$ cat config.mk
export PLATFORM = sky130hd
export DESIGN_NAME = keyhunt_csr
export DESIGN_NICKNAME = d
export VERILOG_FILES = /design/src/rtl/keyhunt_csr_pkg.sv /design/src/rtl/keyhunt_csr_ctrl.sv /design/src/rtl/keyhunt_csr_dp.sv /design/src/rtl/keyhunt_csr.sv
export SDC_FILE = /design/constraint.sdc
export NUM_CORES = 1
export LEC_CHECK = 0
export BUFFER_PORTS_ARGS = -buffer_cell sky130_fd_sc_hd__buf_2
export CAP_MARGIN = 30
export CORE_MARGIN = 10
export CORE_UTILIZATION = 23
export CTS_BUF_LIST = sky130_fd_sc_hd__clkbuf_8
export DETAILED_ROUTE_END_ITERATION = 10
export PLACE_DENSITY = 0.54
export SYNTH_ARGS = -nofsm -noshare
export SYNTH_HDL_FRONTEND = slang
export SYNTH_HIERARCHICAL = 1
export SYNTH_SLANG_ARGS = --single-unit
$ cat constraint.sdc
create_clock -name clk -period 3.5 [get_ports clk]
set_clock_uncertainty 0.05 [all_clocks]
set_input_delay 0.35 -clock clk [delete_from_list [all_inputs] [get_ports clk]]
set_output_delay 0.35 -clock clk [all_outputs]
set_load 0.02 [all_outputs]
$ cat src/rtl/keyhunt_csr_pkg.sv
package keyhunt_csr_pkg;
  localparam int ADDR_W   = 12;
  localparam int DATA_W   = 32;
  localparam int STRB_W   = DATA_W / 8;
  localparam int LSB      = $clog2(STRB_W);
  localparam int WORD_W   = ADDR_W - LSB;
  localparam int IDX_W    = 4;
  localparam int RW_WORDS = 6;
  localparam int ALL_WORDS = 10;
  localparam int KEY_W    = 56;
  localparam int BLK_W    = 64;
  localparam int KEY_TOP  = KEY_W - DATA_W;

  localparam logic [WORD_W-1:0] RW_LIMIT  = WORD_W'(RW_WORDS);
  localparam logic [WORD_W-1:0] MAP_LIMIT = WORD_W'(ALL_WORDS);

  localparam logic [IDX_W-1:0] IDX_KEY_LO   = 4'd4;
  localparam logic [IDX_W-1:0] IDX_KEY_HI   = 4'd5;
  localparam logic [IDX_W-1:0] IDX_PROG_LO  = 4'd6;
  localparam logic [IDX_W-1:0] IDX_PROG_HI  = 4'd7;
  localparam logic [IDX_W-1:0] IDX_FOUND_LO = 4'd8;
  localparam logic [IDX_W-1:0] IDX_FOUND_HI = 4'd9;
  localparam logic [IDX_W-1:0] IDX_RW_END   = IDX_W'(RW_WORDS);

  localparam logic [1:0] RESP_OKAY   = 2'b00;
  localparam logic [1:0] RESP_SLVERR = 2'b10;
  localparam logic [1:0] RESP_DECERR = 2'b11;

  typedef enum logic [1:0] {REG_RW, REG_RO, REG_NONE} region_e;

  typedef struct packed {
    logic              wrEn;
    logic [IDX_W-1:0]  wrIdx;
    logic [DATA_W-1:0] wrData;
    logic [STRB_W-1:0] wrStrb;
    logic              rdEn;
    logic [IDX_W-1:0]  rdIdx;
  } csr_strobe_t;

  function automatic region_e regionOf(input logic [WORD_W-1:0] word);
    if (word < RW_LIMIT) return REG_RW;
    else if (word < MAP_LIMIT) return REG_RO;
    else return REG_NONE;
  endfunction
endpackage

$ cat src/rtl/keyhunt_csr_ctrl.sv
module keyhunt_csr_ctrl
  import keyhunt_csr_pkg::*;
(
  input  logic              clk,
  input  logic              rstN,
  input  logic [ADDR_W-1:0] arAddr,
  input  logic              arValid,
  output logic              arReady,
  input  logic [ADDR_W-1:0] awAddr,
  input  logic              awValid,
  output logic              awReady,
  input  logic [DATA_W-1:0] wData,
  input  logic [STRB_W-1:0] wStrb,
  input  logic              wValid,
  output logic              wReady,
  output logic [DATA_W-1:0] rData,
  output logic [1:0]        rResp,
  output logic              rValid,
  input  logic              rReady,
  output logic [1:0]        bResp,
  output logic              bValid,
  input  logic              bReady,
  input  logic [DATA_W-1:0] rdVal,
  output csr_strobe_t       strb
);
  logic    rdAccept, wrAccept;
  region_e rdReg, wrReg;
  logic    unusedAddrBits;

  assign unusedAddrBits = ^{arAddr[LSB-1:0], awAddr[LSB-1:0]};
  assign rdAccept = arValid && !rValid;
  assign wrAccept = awValid && wValid && !bValid;

  always_comb begin
    rdReg       = regionOf(arAddr[ADDR_W-1:LSB]);
    wrReg       = regionOf(awAddr[ADDR_W-1:LSB]);
    strb.wrEn   = wrAccept && (wrReg == REG_RW);
    strb.wrIdx  = awAddr[LSB+IDX_W-1:LSB];
    strb.wrData = wData;
    strb.wrStrb = wStrb;
    strb.rdEn   = rdAccept && (rdReg != REG_NONE);
    strb.rdIdx  = arAddr[LSB+IDX_W-1:LSB];
  end

  always_ff @(posedge clk) begin
    if (!rstN) begin
      arReady <= 1'b0;
      rValid  <= 1'b0;
      rData   <= '0;
      rResp   <= RESP_OKAY;
    end else begin
      arReady <= rdAccept;
      rValid  <= rdAccept || (rValid && !rReady);
      if (rdAccept) begin
        rData <= (rdReg == REG_NONE) ? '0 : rdVal;
        rResp <= (rdReg == REG_NONE) ? RESP_DECERR : RESP_OKAY;
      end
    end
  end

  always_ff @(posedge clk) begin
    if (!rstN) begin
      awReady <= 1'b0;
      wReady  <= 1'b0;
      bValid  <= 1'b0;
      bResp   <= RESP_OKAY;
    end else begin
      awReady <= wrAccept;
      wReady  <= wrAccept;
      bValid  <= wrAccept || (bValid && !bReady);
      if (wrAccept) begin
        case (wrReg)
          REG_RW:  bResp <= RESP_OKAY;
          REG_RO:  bResp <= RESP_SLVERR;
          default: bResp <= RESP_DECERR;
        endcase
      end
    end
  end


  ar_ready_pulse_chk: assert property (@(posedge clk) disable iff (!rstN)
    arReady |=> !arReady);

  ar_ready_resp_chk: assert property (@(posedge clk) disable iff (!rstN)
    arReady |-> rValid);

  aw_w_pair_chk: assert property (@(posedge clk) disable iff (!rstN)
    awReady |-> (wReady && bValid));

  rdata_hold_chk: assert property (@(posedge clk) disable iff (!rstN)
    (rValid && !rReady) |=> (rValid && $stable(rData) && $stable(rResp)));

  bresp_hold_chk: assert property (@(posedge clk) disable iff (!rstN)
    (bValid && !bReady) |=> (bValid && $stable(bResp)));

  decerr_zero_chk: assert property (@(posedge clk) disable iff (!rstN)
    (rValid && rResp == RESP_DECERR) |-> (rData == '0));
endmodule

$ cat src/rtl/keyhunt_csr_dp.sv
module keyhunt_csr_dp
  import keyhunt_csr_pkg::*;
(
  input  logic              clk,
  input  logic              rstN,
  input  csr_strobe_t       strb,
  input  logic [KEY_W-1:0]  progKey,
  input  logic [KEY_W-1:0]  foundKey,
  output logic [DATA_W-1:0] rdVal,
  output logic [BLK_W-1:0]  plainText,
  output logic [BLK_W-1:0]  cipherText,
  output logic [KEY_W-1:0]  startKey,
  output logic              startPulse,
  output logic              stopPulse,
  output logic              freezePulse,
  output logic              unfreezePulse
);
  logic [DATA_W-1:0] rwWord [RW_WORDS];

  for (genvar gw = 0; gw < RW_WORDS; gw++) begin : g_word
    localparam logic [STRB_W-1:0] KEEP_MASK =
      (gw == RW_WORDS - 1) ? {1'b0, {(STRB_W-1){1'b1}}} : {STRB_W{1'b1}};
    logic [DATA_W-1:0] wordQ;
    always_ff @(posedge clk) begin
      if (!rstN) begin
        wordQ <= '0;
      end else if (strb.wrEn && strb.wrIdx == IDX_W'(gw)) begin
        for (int b = 0; b < STRB_W; b++) begin
          if (strb.wrStrb[b] && KEEP_MASK[b]) wordQ[b*8 +: 8] <= strb.wrData[b*8 +: 8];
        end
      end
    end
    assign rwWord[gw] = wordQ;
  end

  always_comb begin
    rdVal = '0;
    if (strb.rdIdx < IDX_RW_END) begin
      rdVal = rwWord[strb.rdIdx[2:0]];
    end else begin
      case (strb.rdIdx)
        IDX_PROG_LO:  rdVal = progKey[DATA_W-1:0];
        IDX_PROG_HI:  rdVal = {{(DATA_W-KEY_TOP){1'b0}}, progKey[KEY_W-1:DATA_W]};
        IDX_FOUND_LO: rdVal = foundKey[DATA_W-1:0];
        IDX_FOUND_HI: rdVal = {{(DATA_W-KEY_TOP){1'b0}}, foundKey[KEY_W-1:DATA_W]};
        default:      rdVal = '0;
      endcase
    end
  end

  assign plainText  = {rwWord[1], rwWord[0]};
  assign cipherText = {rwWord[3], rwWord[2]};
  assign startKey   = {rwWord[5][KEY_TOP-1:0], rwWord[4]};

  always_ff @(posedge clk) begin
    if (!rstN) begin
      startPulse    <= 1'b0;
      stopPulse     <= 1'b0;
      freezePulse   <= 1'b0;
      unfreezePulse <= 1'b0;
    end else begin
      startPulse    <= strb.wrEn && (strb.wrIdx == IDX_KEY_HI);
      stopPulse     <= strb.wrEn && (strb.wrIdx == IDX_KEY_LO);
      freezePulse   <= strb.rdEn && (strb.rdIdx == IDX_PROG_LO);
      unfreezePulse <= strb.rdEn && (strb.rdIdx == IDX_PROG_HI);
    end
  end


  start_stop_excl_chk: assert property (@(posedge clk) disable iff (!rstN)
    startPulse |-> !stopPulse);

  freeze_single_chk: assert property (@(posedge clk) disable iff (!rstN)
    freezePulse |=> !freezePulse);

  freeze_excl_chk: assert property (@(posedge clk) disable iff (!rstN)
    freezePulse |-> !unfreezePulse);
endmodule

$ cat src/rtl/keyhunt_csr.sv
module keyhunt_csr
  import keyhunt_csr_pkg::*;
(
  input  logic              clk,
  input  logic              rstN,
  input  logic [ADDR_W-1:0] arAddr,
  input  logic              arValid,
  output logic              arReady,
  input  logic [ADDR_W-1:0] awAddr,
  input  logic              awValid,
  output logic              awReady,
  input  logic [DATA_W-1:0] wData,
  input  logic [STRB_W-1:0] wStrb,
  input  logic              wValid,
  output logic              wReady,
  output logic [DATA_W-1:0] rData,
  output logic [1:0]        rResp,
  output logic              rValid,
  input  logic              rReady,
  output logic [1:0]        bResp,
  output logic              bValid,
  input  logic              bReady,
  input  logic [KEY_W-1:0]  progKey,
  input  logic [KEY_W-1:0]  foundKey,
  output logic [BLK_W-1:0]  plainText,
  output logic [BLK_W-1:0]  cipherText,
  output logic [KEY_W-1:0]  startKey,
  output logic              startPulse,
  output logic              stopPulse,
  output logic              freezePulse,
  output logic              unfreezePulse
);
  csr_strobe_t       strb;
  logic [DATA_W-1:0] rdVal;

  keyhunt_csr_ctrl u_ctrl (
    .clk(clk), .rstN(rstN),
    .arAddr(arAddr), .arValid(arValid), .arReady(arReady),
    .awAddr(awAddr), .awValid(awValid), .awReady(awReady),
    .wData(wData), .wStrb(wStrb), .wValid(wValid), .wReady(wReady),
    .rData(rData), .rResp(rResp), .rValid(rValid), .rReady(rReady),
    .bResp(bResp), .bValid(bValid), .bReady(bReady),
    .rdVal(rdVal), .strb(strb)
  );

  keyhunt_csr_dp u_dp (
    .clk(clk), .rstN(rstN), .strb(strb),
    .progKey(progKey), .foundKey(foundKey), .rdVal(rdVal),
    .plainText(plainText), .cipherText(cipherText), .startKey(startKey),
    .startPulse(startPulse), .stopPulse(stopPulse),
    .freezePulse(freezePulse), .unfreezePulse(unfreezePulse)
  );
endmodule

Word level (Yosys, flattened, before mapping)
Cells that the tools add are included.
Storage, ports and cells
  bits in registers: 228
  latch bits: 0
  bits in writable memories: 0
  memory bits (read-only): 0
  bits of input ports: 179
  output and inout port bits: 229
  memories kept: 0
Cells by class
  add/subtract/negate cells: 0
  multiply operators: 0
  divide/modulo/power cells: 0
  $lt $le $gt $ge: 6
  eq/ne operators: 12
  shifts and indexed selects: 0
  mux-type cells: 12
  bitwise logic cells: 1
  reduce and logical (&&, ||, !) cells: 46
Operators with widths (count)
  32-bit 2-to-1 mux: 4
  32-bit one-hot mux with 4 select lines: 1
  32-bit binary-select mux with 3-bit select: 1
  2-bit AND reduction: 23
  10-bit by 3-bit < comparator with 1-bit output, second input constant: 2
  10-bit by 4-bit < comparator with 1-bit output, second input constant: 2
  4-bit by 3-bit equality test with 1-bit output, second input constant: 4
  1-bit logical AND: 15
  2-bit 2-to-1 mux: 5
  4-bit by 2-bit equality test with 1-bit output, second input constant: 2
  4-bit equality test, second input constant: 2
  4-bit by 1-bit equality test with 1-bit output, second input constant: 1
  4-bit >= comparator, second input constant: 1
  1-bit logical NOT: 4
  4-bit logical NOT: 1
  4-bit by 3-bit < comparator with 1-bit output, second input constant: 1
  3-bit NOT with 4-bit output: 1
  2-bit one-hot mux with 2 select lines: 1
  2-bit by 1-bit equality test with 1-bit output, second input constant: 1
  2-bit equality test, second input constant: 1
  2-bit logical NOT: 1
  1-bit logical OR: 2
  2-bit != test, second input constant: 1

Logic depth before layout (Yosys ltp)
Gate-level depths: netlist of run 1.
  depth in word-level cells: 7
  gate-level depth with buffers: 9
  depth with buffers taken out: 6

By module
Netlist of run 1, hierarchy kept.
Modules (own cells, without submodules)
  keyhunt_csr_dp: times used 1, cells an instance 1127, area each 9800.6 um2, seq. area each 3763.6 um2
  keyhunt_csr_ctrl: times used 1, cells an instance 150, area each 1651.6 um2, seq. area each 780.7 um2

Worst setup path before layout of run 1
Ideal clock, no wire load.
  kind: register -> register
  start point: register u_ctrl.bValid
  end point: register u_dp.g_word[3].wordQ[0]
  arrival: 1.936 ns
  required time: 3.334 ns
  slack: 1.398 ns
  stages on the path, launching flop included: 10
  buffers on the path: 3
  clock period less this slack: 2.102 ns
  cell sequence: dfxtp_1 > and3b_1 > and4_1 > buf_2 > and4bb_2 > buf_2 > and3_1 > buf_4 > mux2i_1 > nor2b_1
RTL lines
  start, declared: RTL line keyhunt_csr_ctrl.sv:21  | output logic bValid,
  start signal, assigned: RTL line keyhunt_csr_ctrl.sv:70  | bValid <= wrAccept || (bValid && !bReady);
  end signal, assigned by index: RTL line keyhunt_csr_dp.sv:29  | if (strb.wrStrb[b] && KEEP_MASK[b]) wordQ[b*8 +: 8] <= strb.wrData[b*8 +: 8];
  end, declared: RTL line keyhunt_csr_dp.sv:23  | logic [DATA_W-1:0] wordQ;

==> metrics.yaml, run 1 <==
grt_max_degree: 137
max_freq_mhz: 380
grt_first_pass_wirelength_um: 79700
cts-root-buf: "clkbuf_8"
regToRegSetupSlack_ns: 0.87
cts_buffers: 45
crit_top_cell: "nand2_1"
hpwl_um: 40900
setup_violations: 0
antenna_found_initial: 4
drc: 0
core.rowCount: 81
crit_arrival_ns: 3.06
n_fill_cell: 5288
min_period_ns: 2.63
largest_reg_flops: 184
routedWlPerCell_um: 23.4
track_usage: 0.177
area_growth_pct: 31.0
die_h_um: 243
hold_path_class: "in -> reg"
final_cell_mix: "401 x buf_2, 227 x dfxtp_1, 189 x nand2_1"
startpoint: "u_ctrl/bValid"
drt_iter0_drc: 689
gp_congestion: 0.967
wl_um: 54800
die-area_mm2: 0.0591
r2r-start: "u_ctrl/bValid"
synth_cells: 1277
maxSlewViolCount: 0
synth_cell_types: 50
cts_resized: 0
maxCapViolations: 0
worstSetupStartpointType: "flip-flop"
multi_input_area_mm2: 0.00603
final_hold_viol_count: 0
endpoint_kind: "flip-flop"
grt_pass1_vias: 11535
die_w_um: 243
synth_ff_type: "dfxtp_1"
drive_gt1_frac: 0.320
syn_avg_cell_area_um2: 8.97
clkSinkCount: 227
cp_cell_sequence: "and3b_1 > and4_1 > and4bb_2 > buf_4 > nand2_1 > nand2_1 > a21boi_0"
hold_slack_ns: 0.0451
clk_pin_slew_ns: 0.06
path_class: "reg -> reg"
crit_path_max_fanout: 22
seq_area_mm2: 0.00454
synth_seq_cells: 227
tns_ns: 0
cts_tree: "done"
ys_seq_area_frac: 0.397
via_count: 11338
synth_edf_count: 0
ios: 408
fin_nets: 1825
largestRegisters: "u_dp/g_word.wordQ (184), u_ctrl/rData (32), u_ctrl/bResp (2)"
worst_pin_slew_ns: 0.985
cellLeakagePower_nw: 6.39
synthTopCellsByArea: "dfxtp_1 40%, mux2i_1 11%, a21boi_0 7.6%, nand2_1 6.2%, nand3_1 4.2%"
min_from: "wData[19]"
final_common_cell: "buf_2"
top_register: "u_dp/g_word.wordQ"
crit_required_ns: 3.93
dr.pass1.iters: 5
max_stage_delay_ns: 0.49
design_area_mm2: 0.0150
insertion_delay_ns: 0.61
clock_path_buffers: 3
synth_area_mm2: 0.0115
ant_nets: 0
gr-total-overflow: 0
htree_levels: 2
rsz0062_at_grt: "false"
place_area_mm2: 0.0138
start_util: 0.233
synth_warnings: 6
cpMaxStageDelayCell: "and4_1"
core_mm2: 0.0491
relSlewSlack: 0.343
fin_crit_sh: 0.752
status: "finished, final reports clean"
synth_top_area_share: 0.397
ir_drop_v: 0.000178
synth_top_cell_by_area: "dfxtp_1"
p_per_area_mw_per_mm2: 395
synth_fp_nets: 1456
io_buffer_count: 403
ys_async_sr_fraction: 0
via_per_inst: 4.84
[cell families after synthesis]
kind of cell / after synthesis / synth area share
AO/OA/AOI/OAI: 389 / 0.248
AND/OR/NAND/NOR: 372 / 0.159
flip-flops: 227 / 0.397
buffers and inverters: 157 / 0.0800
multiplexers: 132 / 0.116
[stage by stage]
step | instances | worst slack, ns | utilization | power, mW
4_1_cts | 2340 | 0.903 | 0.306 | 6.02
3_5_place_dp | 2229 | 0.652 | 0.281 | 3.21
2_1_floorplan | 1277 | 1.40 | - | 2.98
3_3_place_gp | 2229 | 0.713 | 0.281 | 3.21
5_1_grt | 2341 | 0.675 | 0.306 | 6.16
6_report | 2341 | 0.867 | 0.306 | 5.92
[routing by layer]
layer  global-route usage  up-vias  part of all wire
li1                     -     5341                 -
met2                0.278      471              0.45
met4               0.0483        4             0.023
met3               0.0631       83             0.089
met1                0.223     5439              0.44
met5                    0        -           0.00038
[Yosys cell counts, types with 2 or more instances]
library cell  number
a21boi_0         116
a21boi_1          36
a21oi_1            6
a221o_1            8
a221oi_1          45
a22o_1            40
and2_1             4
and3_1             5
and4bb_2           4
buf_1              4
buf_2             35
buf_4             55
buf_6              8
clkbuf_1          53
dfxtp_1          227
mux2_2             9
mux2i_1          123
nand2_1          189
nand3_1           97
nor2_1            13
nor2_8             4
nor2b_1           38
nor3_1             4
nor3b_1            2
o211ai_1           3
o21ai_0           61
o21ai_1           29
o21bai_1           9
o221ai_1          11
o22a_1            10
o22ai_1           10
[report_power, final]
part           switching [mW]  internal, mW
logic                   0.348         0.241
registers             0.00410          2.59
clock network            1.24          1.50
total                    1.59          4.33
[final cells by class]
class	count	area share
Clock inverter	21	0.00775
Antenna cell	1	0.000167
Sequential cell	227	0.303
Timing Repair Buffer	478	0.181
Multi-Input combinational cell	893	0.402
Tap cell	664	0.0554
Clock buffer	56	0.0514
Inverter	1	0.000250
[repair_timing]
| item | CTS | global route |
|---|---|---|
| buffers inserted | 0 | 0 |
| endpoints found under the hold margin | 146 | 0 |
| hold buffers | 34 | 0 |
[critical path: cells and delay by family (launching register included)]
kind / cells / cell delay [ns]
AO/OA/AOI/OAI: 1 / 0.10
buffers and inverters: 1 / 0.31
flip-flops: 1 / 0.31
AND/OR/NAND/NOR: 5 / 1.72
[path summary, 6_finish.rpt]
kind | endpoint | cells past startpoint
min reg2reg | u_ctrl/rData[12] | 1
max | u_dp/g_word[1].wordQ[20] | 7
min | u_dp/g_word[5].wordQ[19] | 3
max reg2reg | u_dp/g_word[1].wordQ[20] | 7
Note: power is estimated with default switching activity, not from simulation.
==> run 2, diff against run 1 <==
- ABC_AREA: default -> 1
- PLACE_DENSITY: 0.54 -> 0.53
- clock period: 3.5 -> 2.65 ns (I/O delays scaled with it)
==> metrics.yaml, run 2 <==
status: "finished, final reports clean"
grt_first_pass_wirelength_um: 91400  # +15%
p_int_mw: 5.68  # +31%
postCtsSetupBuffers: 0  # unchanged
relSlewSlack: 0.584  # +0.241
synth_seq_cells: 227  # unchanged
worst_pin_slew_ns: 0.624  # -0.361 ns
hpwl_um: 48500  # +18%
die_h_um: 255  # +4.9%
max_freq_mhz: 398  # +4.7%
wl_met1_um: 27300  # +13%
syn_avg_cell_area_um2: 6.27  # -30%
clkSinkCount: 227  # unchanged
synth_edf_count: 0  # unchanged
cellLeakagePower_nw: 8.54  # +34%
ir_drop_v: 0.000246  # +38%
synth_area_mm2: 0.0127  # +11%
ant_nets: 0  # unchanged
r2r_end: "u_dp/g_word[2].wordQ[13]"
antenna_found_initial: 7  # +3
cp_cell_sequence: "nor2_1 > nand3_1 > inv_1 > buf_4 > nand4_4 > nor2_1 > nor2_1 > dlygate4sd3_1"
min_from: "wStrb[0]"
synth_top_cell_by_area: "dfxtp_1"
synthTopCellsByArea: "dfxtp_1 36%, nand2_1 20%, nor2_1 11%, nand3_1 7.4%, inv_1 4.6%"
path_buf_inv: 3  # +2
core_mm2: 0.0549  # +12%
htree_levels: 2  # unchanged
io_buffer_count: 403  # unchanged
largestRegisters: "u_dp/g_word.wordQ (184), u_ctrl/rData (32), u_ctrl/bResp (2)"
maxSlewViolCount: 0  # unchanged
synth_cell_types: 29  # -42%
cts_buffers: 46  # +2.2%
yosysMostFrequentCell: "nand2_1"
clk_pin_slew_ns: 0.06  # about the same
die-area_mm2: 0.0651  # +10%
synthTopCellsByCount: "664 x nand2_1, 359 x nor2_1, 227 x dfxtp_1"
ios: 408  # unchanged
rr_worst_depth: 8  # +1
rsz0062_at_grt: "false"
drt_iter0_drc: 971  # +41%
final_hold_viol_count: 0  # unchanged
drive_gt1_frac: 0.255  # -0.0652
crit_top_cell: "nor2_1"
gp_congestion: 0.908  # -6.1%
p_per_area_mw_per_mm2: 480  # +22%
wl_um: 64000  # +17%
die_w_um: 255  # +4.9%
final_common_cell: "nand2_1"
top_register: "u_dp/g_word.wordQ"
seqPwrFrac: 0.430  # -0.008
worstSetupStartpointType: "flip-flop"
fin_nets: 2585  # +42%
dr.pass1.iters: 5  # unchanged
cpMaxStageDelayCell: "dlygate4sd3_1"
grt_pass1_vias: 13700  # +19%
area_growth_pct: 30.5
routed.top_layer: "met5"
cts_tree: "done"
setup_violations: 0  # unchanged
ys_async_sr_fraction: 0  # unchanged
routedWlPerCell_um: 20.4  # -13%
power_frac_comb: 0.112  # +0.012
whs_path_depth: 3  # unchanged
tns_ns: 0  # unchanged
switching_power_mw: 2.30  # +45%
regToRegSetupSlack_ns: 0.14  # -0.73 ns
crit_family: "simple AND/OR/NAND/NOR gates"
maxCapViolations: 0  # unchanged
crit_required_ns: 3.12  # -0.81 ns
dr_wl_met3_um: 7090  # +45%
via_per_inst: 4.52  # -6.6%
synth_top_area_share: 0.357  # -0.0394
holdPathEnd: "u_dp/g_word[4].wordQ[1]"
power_mw: 7.97  # +35%
fin_crit_sh: 0.949  # +0.197
p_sw_frac: 0.288  # +0.0199
largest_reg_flops: 184  # unchanged
endpoint_kind: "flip-flop"
insertion_delay_ns: 0.63  # +0.02 ns
ys_seq_area_frac: 0.357  # -0.0394
core.rowCount: 86  # +6.2%
gr-total-overflow: 0  # unchanged
via_count: 14217  # +25%
dp.cells: 3019  # +35%
synth_fp_nets: 2207  # +52%
clock_path_buffers: 3  # unchanged
path_class: "reg -> reg"
drc: 0  # unchanged
met2_wirelength_um: 28200  # +15%
crit_path_max_fanout: 16  # -27%
crit_arrival_ns: 2.98  # -0.08 ns
track_usage: 0.189  # +0.0127
cts-root-buf: "clkbuf_8"
synth_ff_type: "dfxtp_1"
min_period_ns: 2.51  # -0.118 ns
max_stage_delay_ns: 0.54  # +0.05 ns
hold_path_class: "in -> reg"
synth_warnings: 6  # unchanged
final_cell_mix: "664 x nand2_1, 402 x buf_2, 357 x nor2_1"
clockPowerShare: 0.459  # -0.003
start_util: 0.232  # -0.00176
fin_cells: 3142  # +34%
r2r-start: "u_ctrl/bValid"
grt_max_degree: 128  # -6.6%
synth_cells: 2028  # +59%
run 2: cell types whose count changed after synthesis, sizes merged, moves of 45 or more:
cell,change
nand2,+477
nor2,+361
inv,+159
a21boi,-152
mux2i,-123
nand3,+121
a21oi,+112
o21ai,-88
nand4,+73
a221oi,-45
run 2: tightest hold or removal path, cell delays in order:
cell,delay (ns)
buf_2,0.18
nand4_1,0.12
a21oi_1,0.06
run 2: worst max path at each step:
stage	slack [ns]	end	start	cells after the start
after floorplan	0.79	u_dp/g_word[1].wordQ[30]	u_ctrl/bValid	10
after global placement	0.20	u_dp/g_word[4].wordQ[28]	awValid	11
after detailed placement	0.26	u_dp/g_word[4].wordQ[31]	awValid	11
after CTS	0.14	u_dp/g_word[2].wordQ[13]	u_ctrl/bValid	8
after global routing	0.01	u_dp/g_word[2].wordQ[13]	u_ctrl/bValid	9
final	0.14	u_dp/g_word[2].wordQ[13]	u_ctrl/bValid	8
run 2: metrics by stage:
| stage | setup WS (ns) | area (µm²) | util | hold slack, ns |
|---|---|---|---|---|
| 2_1_floorplan | 0.794 | 12700 | - | 0.332 |
| 3_3_place_gp | 0.202 | 15300 | 0.278 | 0.404 |
| 3_5_place_dp | 0.259 | 15300 | 0.278 | 0.404 |
| 4_1_cts | 0.140 | 16600 | 0.302 | 0.000788 |
| 5_1_grt | 0.0100 | 16600 | 0.302 | 0.0481 |
| 6_report | 0.135 | 16600 | 0.302 | 0.0362 |
run 2: cell type report:
cell class | instances | area [µm²]
Timing Repair Buffer | 505 | 3040
Multi-Input combinational cell | 1466 | 6640
Fill cell | 6245 | 38300
Sequential cell | 227 | 4540
Clock inverter | 24 | 133
Tap cell | 704 | 881
Inverter | 160 | 601
Clock buffer | 55 | 757
Antenna cell | 1 | 2.50
run 2: logic make-up after synthesis:
group                  synth area share
buffers and inverters             0.124
DFF                               0.357
and+or+nand+nor                   0.460
AOI/OAI and AO/OA                0.0588
run 2: per-layer routing:
layer  vias to the layer above  GRT usage
li1                       7082          -
met1                      6501      0.239
met2                       542      0.299
met3                        84     0.0699
met4                         8     0.0512
met5                         -          0
run 2: power groups by stage:
stage,clock network (mW),registers [mW],logic [mW]
global placement,0,3.50,0.847
floorplan,0,3.51,0.480
detailed placement,0,3.50,0.846
finish,3.66,3.43,0.890
global route,3.88,3.42,0.974
CTS,3.77,3.43,0.897
run 2: timing repair:
| item | 4_1_cts | 5_1_grt |
|---|---|---|
| endpoints found under the hold margin | 133 | 0 |
| hold buffers | 43 | 0 |
| setup endpoints to repair | 0 | 0 |
| resized for setup | 0 | 0 |
==> run 3, diff against run 2 <==
- CORE_MARGIN: 10 -> default
- MAX_ROUTING_LAYER: default -> met4
==> metrics.yaml, run 3 (synthesis gave the netlist of run 2 again) <==
grt_pass1_vias: 12972  # -5.3%
cts-root-buf: "clkbuf_8"
start_util: 0.234  # +0.00273
drt_iter0_drc: 876  # -9.8%
core.rowCount: 85  # -1.2%
gr-total-overflow: 0  # unchanged
antenna_found_initial: 4  # -3
tns_ns: 0  # unchanged
min_period_ns: 2.36  # -0.155 ns
drive_gt1_frac: 0.256  # +0.000611
place_area_mm2: 0.0153  # -0.16%
io_buffer_count: 403  # unchanged
crit_required_ns: 3.09  # -0.03 ns
switching_power_mw: 2.33  # +1.3%
ant_nets: 0  # unchanged
maxCapViolations: 0  # unchanged
final_hold_viol_count: 0  # unchanged
fin_crit_sh: 0.890  # -0.0586
grt_first_pass_wirelength_um: 85900  # -6.0%
final_cell_mix: "664 x nand2_1, 402 x buf_2, 357 x nor2_1"
path_class: "reg -> reg"
p_sw_frac: 0.286  # -0.00229
power_frac_comb: 0.111  # about the same
relSlewSlack: 0.579  # -0.00449
status: "finished, final reports clean"
core_mm2: 0.0542  # -1.2%
drc: 0  # unchanged
worst_pin_slew_ns: 0.626  # +0.00192 ns
fin_nets: 2583  # -0.077%
seqPwrFrac: 0.421  # -0.009
via_count: 14174  # -0.30%
ir_drop_v: 0.000255  # +3.6%
design_area_mm2: 0.0166  # +0.16%
routedWlPerCell_um: 19.2  # -5.9%
p_per_area_mw_per_mm2: 490  # +1.9%
rsz0062_at_grt: "false"
cellLeakagePower_nw: 8.56  # +0.15%
clock_path_buffers: 3  # unchanged
wl_um: 60200  # -6.0%
track_usage: 0.213  # +0.0240
die-area_mm2: 0.0562  # -14%
crit_arrival_ns: 2.80  # -0.18 ns
maxSlewViolCount: 0  # unchanged
via_per_inst: 4.52  # -0.14%
clockPowerShare: 0.468  # +0.009
dr.pass1.iters: 5  # unchanged
largest_reg_flops: 184  # unchanged
setup_violations: 0  # unchanged
largestRegisters: "u_dp/g_word.wordQ (184), u_ctrl/rData (32), u_ctrl/bResp (2)"
gp_congestion: 0.824  # -9.2%
power_mw: 8.14  # +2.1%
insertion_delay_ns: 0.63  # about the same
p_int_mw: 5.81  # +2.4%
endpoint_kind: "flip-flop"
die_h_um: 237  # -7.1%
ios: 408  # unchanged
area_growth_pct: 30.7
grt_max_degree: 103  # -20%
hold_path_class: "in -> reg"
die_w_um: 237  # -7.1%
htree_levels: 2  # unchanged
postCtsSetupBuffers: 0  # unchanged
clkSinkCount: 227  # unchanged
top_register: "u_dp/g_word.wordQ"
crit_path_max_fanout: 12  # -4
clk_pin_slew_ns: 0.06  # about the same
cts_tree: "done"
cts_buffers: 46  # unchanged
final_common_cell: "nand2_1"
hpwl_um: 43900  # -9.4%
worstSetupStartpointType: "flip-flop"
max_freq_mhz: 424  # +6.6%
[run 3: cell type report]
cell class,instances,area [µm²]
Inverter,160,601
Clock buffer,56,771
Multi-Input combinational cell,1466,6650
Antenna cell,2,5.00
Sequential cell,227,4540
Fill cell,6054,37600
Clock inverter,27,173
Tap cell,696,871
Timing Repair Buffer,503,3010
[run 3: repair_timing]
action | 4_1_cts | 5_1_grt
endpoints found under the hold margin | 148 | 0
gates resized for setup | 0 | 1
hold buffers | 42 | 0
setup endpoints to repair | 0 | 8
[run 3: path summary, 6_finish.rpt]
path | start | end | slack [ns] | cells after the start
worst max-delay path | u_ctrl/bValid | u_dp/g_word[4].wordQ[2] | 0.29 | 8
worst min-delay path | foundKey[52] | u_ctrl/rData[20] | 0.06 | 7
worst max register to register | u_ctrl/bValid | u_dp/g_word[4].wordQ[2] | 0.29 | 8
worst min register to register | u_ctrl/rData[13] | u_ctrl/rData[13] | 0.42 | 2
[run 3: layer usage]
| layer | track usage | share of wire | vias to the layer above |
|---|---|---|---|
| met1 | 0.264 | 0.44 | 6406 |
| met3 | 0.0562 | 0.082 | 103 |
| li1 | - | - | 7087 |
| met2 | 0.332 | 0.45 | 578 |
| met5 | - | 0 | - |
| met4 | 0.0794 | 0.032 | 0 |
[run 3: power groups by stage]
stage | logic (mW) | clock network, mW | registers (mW)
finish | 0.902 | 3.81 | 3.43
global route | 0.977 | 4.09 | 3.43
CTS | 0.910 | 3.94 | 3.43
detailed placement | 0.858 | 0 | 3.50
global placement | 0.861 | 0 | 3.50
floorplan | 0.480 | 0 | 3.51
[run 3: through the flow]
step	std cells	hold WS [ns]	utilization	setup slack (ns)
floorplan	2028	0.332	-	0.794
global placement	3010	0.402	0.281	0.0483
detailed placement	3010	0.414	0.281	0.0659
CTS	3135	0.00334	0.306	0.0940
global route	3137	0.0426	0.307	0.0541
finish	3137	0.0603	0.307	0.290
[run 3: worst max-delay path, cell delays in order, from the launching register on]
cell and delay (ns):
dfxtp_1 0.32, nor2_1 0.37, nand3_1 0.16, inv_1 0.15, nand2_1 0.12, nor2_4 0.40, nand3_1 0.42, nand2_1 0.15
a21oi_1 0.08
